[config.mk]
export PLATFORM = sky130hd
export DESIGN_NAME = lri_ctx_tracker
export DESIGN_NICKNAME = d
export VERILOG_FILES = /design/src/rtl/lri_pkg.sv /design/src/rtl/lri_order_list.sv /design/src/rtl/lri_dirty_track.sv /design/src/rtl/lri_stall_fsm.sv /design/src/rtl/lri_ctx_tracker.sv
export SDC_FILE = /design/constraint.sdc
export NUM_CORES = 1
export LEC_CHECK = 0
export ABC_AREA = 1
export BUFFER_PORTS_ARGS = -buffer_cell sky130_fd_sc_hd__buf_2
export CAP_MARGIN = 20
export CORE_MARGIN = 2
export CORE_UTILIZATION = 59
export CTS_CLUSTER_DIAMETER = 80
export DETAILED_ROUTE_END_ITERATION = 16
export PLACE_DENSITY = 0.91
export SKIP_LAST_GASP = 1
export SYNTH_ARGS = -nofsm -noshare
export SYNTH_HDL_FRONTEND = slang
export SYNTH_SLANG_ARGS = --single-unit
[constraint.sdc]
create_clock -name clk -period 2.8 [get_ports clk]
set_input_delay 0.56 -clock clk [delete_from_list [all_inputs] [get_ports clk]]
set_output_delay 0.56 -clock clk [all_outputs]
set_load 0.05 [all_outputs]
[src/rtl/lri_pkg.sv]
package lri_pkg;
    typedef enum logic [1:0] {
        ST_ARMED = 2'd0,
        ST_EVENT = 2'd1,
        ST_WAIT  = 2'd2
    } stall_state_t;
endpackage

[src/rtl/lri_order_list.sv]
module lri_order_list #(
    parameter int NUM_CTX = 8,
    parameter int IDX_W   = $clog2(NUM_CTX)
) (
    input  logic             clk,
    input  logic             rst_n,
    input  logic             issue_vld,
    input  logic [IDX_W-1:0] issue_ctx,
    output logic [IDX_W-1:0] lri_ctx
);
    localparam int SLOTS = NUM_CTX - 1;

    logic [SLOTS-1:0][IDX_W-1:0] order_q;
    logic [SLOTS-1:0][IDX_W-1:0] order_d;
    logic [SLOTS-1:0]            hit;
    logic [SLOTS-1:0]            passed;
    logic                        move;

    // slot 0 is the oldest, slot SLOTS-1 the newest
    genvar g;
    generate
        for (g = 0; g < SLOTS; g++) begin : g_slot
            assign hit[g] = (order_q[g] == issue_ctx);
            if (g == 0) begin : g_first
                assign passed[g] = hit[g];
            end else begin : g_rest
                assign passed[g] = passed[g-1] | hit[g];
            end
            if (g == SLOTS - 1) begin : g_tail
                assign order_d[g] = move ? issue_ctx : order_q[g];
            end else begin : g_body
                assign order_d[g] = (move && passed[g]) ? order_q[g+1] : order_q[g];
            end
        end
    endgenerate

    assign move    = issue_vld && (issue_ctx != '0) && passed[SLOTS-1];
    assign lri_ctx = order_q[0];

    always_ff @(posedge clk) begin
        if (!rst_n) begin
            for (int i = 0; i < SLOTS; i++) order_q[i] <= IDX_W'(i + 1);
        end else begin
            order_q <= order_d;
        end
    end

    AST_ISSUE_TO_NEWEST: assert property (@(posedge clk) disable iff (!rst_n)
        (issue_vld && issue_ctx != '0 && int'(issue_ctx) < NUM_CTX) |=> (order_q[SLOTS-1] == $past(issue_ctx)));
    AST_CTX0_KEEPS_ORDER: assert property (@(posedge clk) disable iff (!rst_n)
        (issue_vld && issue_ctx == '0) |=> $stable(order_q));
    AST_LRI_NONZERO: assert property (@(posedge clk) disable iff (!rst_n)
        lri_ctx != '0);
endmodule

[src/rtl/lri_dirty_track.sv]
module lri_dirty_track #(
    parameter int NUM_CTX = 8,
    parameter int IDX_W   = $clog2(NUM_CTX)
) (
    input  logic               clk,
    input  logic               rst_n,
    input  logic [NUM_CTX-1:0] dirty_set,
    input  logic               xfer_done,
    input  logic [IDX_W-1:0]   lri_ctx,
    output logic               lri_dirty
);
    logic [NUM_CTX-1:0] dirty_q;
    logic [NUM_CTX-1:0] dirty_d;

    genvar g;
    generate
        for (g = 0; g < NUM_CTX; g++) begin : g_flag
            if (g == 0) begin : g_kernel
                assign dirty_d[g] = 1'b0;
            end else begin : g_user
                assign dirty_d[g] = dirty_set[g] |
                                    (dirty_q[g] & ~(xfer_done && int'(lri_ctx) == g));
            end
        end
    endgenerate

    assign lri_dirty = dirty_q[lri_ctx];

    always_ff @(posedge clk) begin
        if (!rst_n) dirty_q <= '0;
        else        dirty_q <= dirty_d;
    end

    AST_DONE_CLEARS: assert property (@(posedge clk) disable iff (!rst_n)
        (xfer_done && !dirty_set[lri_ctx]) |=> !dirty_q[$past(lri_ctx)]);
    AST_SET_MARKS: assert property (@(posedge clk) disable iff (!rst_n)
        (dirty_set[lri_ctx] && lri_ctx != '0) |=> dirty_q[$past(lri_ctx)]);
endmodule

[src/rtl/lri_stall_fsm.sv]
module lri_stall_fsm
    import lri_pkg::*;
#(
    parameter int NUM_CTX = 8
) (
    input  logic               clk,
    input  logic               rst_n,
    input  logic [NUM_CTX-1:0] can_issue,
    input  logic               lri_dirty,
    input  logic               issue_vld,
    output logic               stall_evt
);
    stall_state_t state_q, state_d;
    logic         blocked;

    assign blocked = (can_issue == '0) && !lri_dirty;

    always_ff @(posedge clk) begin
        if (!rst_n) state_q <= ST_ARMED;
        else        state_q <= state_d;
    end

    always_comb begin
        state_d = state_q;
        unique case (state_q)
            ST_ARMED: if (blocked)   state_d = ST_EVENT;
            ST_EVENT: state_d = issue_vld ? ST_ARMED : ST_WAIT;
            ST_WAIT:  if (issue_vld) state_d = ST_ARMED;
            default:  state_d = ST_ARMED;
        endcase
    end

    always_comb begin
        stall_evt = (state_q == ST_EVENT);
    end

    AST_PULSE_ONE_CYCLE: assert property (@(posedge clk) disable iff (!rst_n)
        stall_evt |=> !stall_evt);
    AST_NO_REFIRE: assert property (@(posedge clk) disable iff (!rst_n)
        (state_q == ST_WAIT && !issue_vld) |=> (state_q != ST_EVENT));
endmodule

[src/rtl/lri_ctx_tracker.sv]
module lri_ctx_tracker #(
    parameter int NUM_CTX = 8,
    parameter int IDX_W   = $clog2(NUM_CTX)
) (
    input  logic               clk,
    input  logic               rst_n,
    input  logic               issue_vld,
    input  logic [IDX_W-1:0]   issue_ctx,
    input  logic [NUM_CTX-1:0] can_issue,
    input  logic [NUM_CTX-1:0] dirty_set,
    input  logic               spare_cycle,
    input  logic               xfer_done,
    output logic [IDX_W-1:0]   lri_ctx,
    output logic               dribble_req,
    output logic               stall_evt
);
    logic lri_dirty;

    lri_order_list #(.NUM_CTX(NUM_CTX), .IDX_W(IDX_W)) u_order (
        .clk       (clk),
        .rst_n     (rst_n),
        .issue_vld (issue_vld),
        .issue_ctx (issue_ctx),
        .lri_ctx   (lri_ctx)
    );

    lri_dirty_track #(.NUM_CTX(NUM_CTX), .IDX_W(IDX_W)) u_dirty (
        .clk       (clk),
        .rst_n     (rst_n),
        .dirty_set (dirty_set),
        .xfer_done (xfer_done),
        .lri_ctx   (lri_ctx),
        .lri_dirty (lri_dirty)
    );

    lri_stall_fsm #(.NUM_CTX(NUM_CTX)) u_stall (
        .clk       (clk),
        .rst_n     (rst_n),
        .can_issue (can_issue),
        .lri_dirty (lri_dirty),
        .issue_vld (issue_vld),
        .stall_evt (stall_evt)
    );

    assign dribble_req = spare_cycle & lri_dirty;

    AST_DRIBBLE_NEEDS_SPARE: assert property (@(posedge clk) disable iff (!rst_n)
        dribble_req |-> spare_cycle);
    AST_STALL_CAUSE: assert property (@(posedge clk) disable iff (!rst_n)
        stall_evt |-> $past(can_issue == '0 && !lri_dirty));
    AST_STALL_EXCLUDES_DRIBBLE: assert property (@(posedge clk) disable iff (!rst_n)
        (can_issue == '0 && dribble_req) |=> !stall_evt);
endmodule

# == After elaboration in Yosys (flattened, before gate mapping) ==
# Index checks and enable logic that the tools add are counted.
# word_totals
elab_cells,84
reg_bits,31
output_inout_bits,5
# op_classes
reduce_logical,21
bitwise_logic,28
eq_ne,18
magnitude_cmp,1
n_mux,6
# op_table
cell,count
$eq 3x3->1,7
$logic_and 1x1->1,16
$or 1x1->1,13
$eq 3x3->1 const B,4
$and 1x1->1,8
$logic_not 8->1,1
$not 1->1,7
$eq 3x2->1 const B,2
$mux 2,3
$pmux 2 s3,1
$lt 3x4->1 const B,1
$bmux 1 s3,1
$eq 3x1->1 const B,1
$reduce_bool 3->1,1
$eq 2x1->1 const B,1
$eq 2x2->1 const B,1
$logic_not 2->1,1
$ne 2x1->1 const B,1
$ne 2x2->1 const B,1
$reduce_and 2->1,1
$logic_not 1->1,1
$mux 1,1

# == Longest topological paths before layout ==
# logic_depth
depth_word,9
mapped_depth,13
depth_no_buf,12

# == By module ==
# Synthesis repeated with hierarchy kept, for this count alone.
# hier_totals
cells_unflattened,261
area_unflattened_um2,1800.5
# modules_own_cells
mod,n_inst,cells_per_inst,seq_area_each_um2,area_per_inst_um2
lri_order_list,1,174,420.4,1278.7
lri_dirty_track,1,61,140.1,377.9
lri_stall_fsm,1,24,40.0,136.4
lri_ctx_tracker,1,2,0.0,7.5

# == Worst setup path before layout ==
# Ideal clock, no wire load.
# synth_timing
path_kind,register -> output
startpoint,"register u_order.order_q, in the netlist u_order.lri_ctx[0]"
endpoint,output port dribble_req
t_arrival_ns,1.509
path_buffers,1
stages_incl_launch_ff,8
required_time_ns,2.240
slack_ns,0.731
cell_sequence,dfxtp_1 buf_2 nand2_1 inv_1 a22oi_1 nand4_1 o21ai_0 nor2_1
# synth_via
elab_chain_cells,3
# synth_rtl
element,line_no,text
from (decl),lri_order_list.sv:13,logic [SLOTS-1:0][IDX_W-1:0] order_q;
from (signal assigned),lri_order_list.sv:44,order_q <= order_d;
$bmux 1 s3,lri_dirty_track.sv:27,assign lri_dirty = dirty_q[lri_ctx];
$mux 1 (not written as such),lri_dirty_track.sv:27,
$and 1x1->1,lri_ctx_tracker.sv:45,assign dribble_req = spare_cycle & lri_dirty;
to (decl),lri_ctx_tracker.sv:14,"output logic dribble_req,"
# No other way between the ends. The select of a mux whose other input is x is not followed.

# == Worst setup path in the final report ==
# Ends and elaborated chain as after synthesis.

==> out/results.txt <==
The core utilization of the finished layout is 67.3%. Max-cap violations in this run came to 0. The area growth from synthesis to layout came out at 8.72%.

Summing all flip-flop and latch instances after layout gives 601 um2. For the buffer count from post-CTS setup fixing, the log shows 0. The core region is 0.00276 mm2.

In this run the critical register-to-register path is captured at u_order.order_q[5]. Counting flops and latches in the post-synthesis netlist gives 30. The average wire length per cell after detail routing came out at 11.4 um. For the worst-skew pair, the clock arrives at the later sink with an insertion delay of 0.34 ns.

The first global-routing pass estimated 6020 um of wire. The starting density of the core is 61.9%. Post-CTS repair changed the size of 0 cells.

The filler cell count was 238; the area of the mapped netlist was 0.00171 mm2. Quantity of I/O buffers inserted on ports: 27. The worst setup path is launched from a flip-flop. The flow ran to the end, and the final reports show no timing, DRC or antenna violations. The number of endpoints failing setup at the final stage is 0. The clock input transition at the sequential cells of the worst setup and hold paths was 0.09 ns. Number of antenna violations at the first check in global routing: 0.

For this block, the initial DRC count from the detailed router was 34. Between clock sinks in the finished design, the worst skew comes to 0.00880 ns. After technology mapping, the gate count stands at 242. The worst setup path endpoint was dribble_req. Counting distinct cell types in the post-synthesis netlist gives 35.

Headroom to the max-slew limit came out at 74.0%. For the max-slew violation total from the final report, the log shows 0. Based on the critical path, the design can be clocked at up to 424 MHz.

The async set-or-reset flop fraction in the synthesized netlist came out at 0%. The pin count of the biggest net entering global routing is 23. The master cell of the clock root buffer is sky130_fd_sc_hd__clkbuf_4.

The capturing element type of the critical path is a primary output. For flop-to-flop paths, the worst setup slack is 1.04 ns. sky130_fd_sc_hd__nand2_1 is the most common cell in the netlist.

The number of cells on the worst reg-to-reg path is 11. The total overflow reported by the global router is 0, and the boundary pin count is 29. The first detailed-routing pass took 5 iterations.

Required arrival time at the worst endpoint: 2.24 ns. For the final wirelength, the log shows 3400 um. The post-synthesis sequential area ratio was 35.2%; the fraction of synthesized cell area taken by the top area cell type was 35.2%.

Along the worst path, the maximum fanout reaches 10. Summed over all cells, the static leakage comes to 0.950 nW. For the detailed-route DRC error count, the log shows 0. In this run the vertical extent of the chip is 57.8 um. The predominant post-synthesis flop cell is sky130_fd_sc_hd__dfxtp_1. At the pin with the least slew margin, the transition time is 0.390 ns. The worst path uses 84.2% of the clock period. For the final number of hold-violating endpoints, the log shows 0.

The mean area per synthesized cell works out to 7.06 um2. By count the netlist is led by 60 x sky130_fd_sc_hd__nand2_1, 30 x sky130_fd_sc_hd__dfxtp_1, 30 x sky130_fd_sc_hd__inv_1. Counting every net in the synthesized netlist gives 266. In the routed layout, each cell is associated on average with a via count of 5.32. The number of clock buffers added by TritonCTS is 5. Clock tree synthesis found a total of 30 sinks. The placement row count was 19; the number of hold buffers added after cts was 0. The number of global-route vias before repair is 1,498, and the floorplan die width is 57.8 um. The area used by multi-input combinational logic is 880 um2.

TritonCTS built the clock tree. The logs give 0.877 for the global placement routability congestion and 2440 um for the post-DP HPWL. VDD sags by at most 520 uV. The critical path startpoint was u_order.lri_ctx[0]. Power spread over the standard cell area amounts to 598 mW/mm2.

In this run the critical register-to-register path is launched from u_order.lri_ctx[0]. The area of the die was 0.00334 mm2. The logs give 0 for the synthesis warning total and 2 for the buffer levels on the longest clock path. By area the synthesized netlist is led by sky130_fd_sc_hd__dfxtp_1 35%, sky130_fd_sc_hd__nand2_1 13%, sky130_fd_sc_hd__nand3_1 6.7%. The number of inserted diodes was 0; the layout cell share with drive strength beyond 1 was 20.3%. The tightest hold path in the finished design has a slack of 0.436 ns. The leading area contributor after synthesis was sky130_fd_sc_hd__dfxtp_1.

For the number of nets at the end of the flow, the log shows 289. The count of nets left with antenna violations once routing finished came out at 0. Yosys mapped a number of flops with a built-in enable equal to 0. In this run the worst hold path is classified as in2reg. The critical path class is reg2out. Detailed routing inserted a total of 1,580 vias.

The H-tree was split into 2 levels. The post-layout minimum cycle time is 2.36 ns, and the aggregate negative setup slack is 0 ns. The tools report the critical path arrival as 1.80 ns.

For this run, the total global-route usage over all layers was measured as 23.6%. Setup repair after global routing left no endpoint under its margin.
metrics by stage:
stage,setup slack (ns),cell area [um2],cells,total power [mW]
final,0.444,1860,297,1.11
after global routing,0.287,1860,297,1.19
after CTS,0.437,1860,297,1.12
after detailed placement,0.709,1800,289,0.844
after global placement,0.735,1800,289,0.834
after floorplan,0.731,1710,242,0.797
power by group:
part	internal (mW)	total [mW]	switching [mW]
clock	0.121	0.274	0.153
combinational	0.120	0.315	0.195
sequential	0.477	0.521	0.0441
total	0.719	1.11	0.391
cell type report:
cell class | instances | area share, %
Clock buffer | 7 | 2.96
Tap cell | 31 | 2.09
Multi-Input combinational cell | 163 | 47.4
Timing Repair Buffer | 27 | 7.28
Sequential cell | 30 | 32.3
Inverter | 38 | 7.68
Clock inverter | 1 | 0.270
how the worst min path moves through the flow:
stage,slack (ns),from,depth (start not counted),end
final,0.44,issue_vld,2,u_stall.state_q[1]
after global routing,0.42,issue_vld,2,u_stall.state_q[1]
after CTS,0.42,issue_vld,2,u_stall.state_q[1]
after detailed placement,0.46,u_dirty.dirty_q[2],2,u_dirty.dirty_q[2]
after global placement,0.46,u_dirty.dirty_q[7],2,u_dirty.dirty_q[7]
after floorplan,0.44,u_dirty.dirty_q[4],2,u_dirty.dirty_q[4]
cells by family after synthesis:
group | after synthesis | synth area share (%)
AOI/OAI and AO/OA | 25 | 8.79
and+or+nand+nor | 125 | 36.0
DFF | 30 | 35.2
buffers and inverters | 49 | 13.3
xor gates and xnor gates | 13 | 6.67
routing by layer:
layer / share of wire, % / routed length, um / global-route usage (%)
met1: 44 / 1510 / 27.3
met2: 49 / 1660 / 38.6
met3: 3.9 / 133 / 6.03
met4: 2.7 / 93 / 15.3
met5: 0 / 0 / 0
flip-flops by register name, summed over array words and instances (netlist names):
name             count
u_stall.state_q      2
u_order.lri_ctx      3
u_order.order_q     18
u_dirty.dirty_q      7
critical path, stage by stage, from the launching register on:
cell and delay (ns):
sky130_fd_sc_hd__dfxtp_1 0.53, sky130_fd_sc_hd__nand2_1 0.15, sky130_fd_sc_hd__inv_1 0.10, sky130_fd_sc_hd__a22oi_1 0.08, sky130_fd_sc_hd__nand4_1 0.07, sky130_fd_sc_hd__o21ai_0 0.14
sky130_fd_sc_hd__nor2_1 0.11, sky130_fd_sc_hd__buf_2 0.26
cells in the final DEF, fill, tap and decap left out, types with 2 or more instances in the layout:
| master | n |
|---|---|
| sky130_fd_sc_hd__a21oi_1 | 7 |
| sky130_fd_sc_hd__buf_2 | 27 |
| sky130_fd_sc_hd__clkbuf_4 | 5 |
| sky130_fd_sc_hd__dfxtp_1 | 30 |
| sky130_fd_sc_hd__inv_1 | 30 |
| sky130_fd_sc_hd__inv_2 | 7 |
| sky130_fd_sc_hd__nand2_1 | 60 |
| sky130_fd_sc_hd__nand3_1 | 23 |
| sky130_fd_sc_hd__nand3_2 | 2 |
| sky130_fd_sc_hd__nand4_1 | 10 |
| sky130_fd_sc_hd__nor2_1 | 16 |
| sky130_fd_sc_hd__nor2_2 | 5 |
| sky130_fd_sc_hd__nor4_1 | 2 |
| sky130_fd_sc_hd__o21ai_0 | 10 |
| sky130_fd_sc_hd__xnor2_1 | 11 |
| sky130_fd_sc_hd__xor2_1 | 2 |
(Power assumes the default switching activity.)
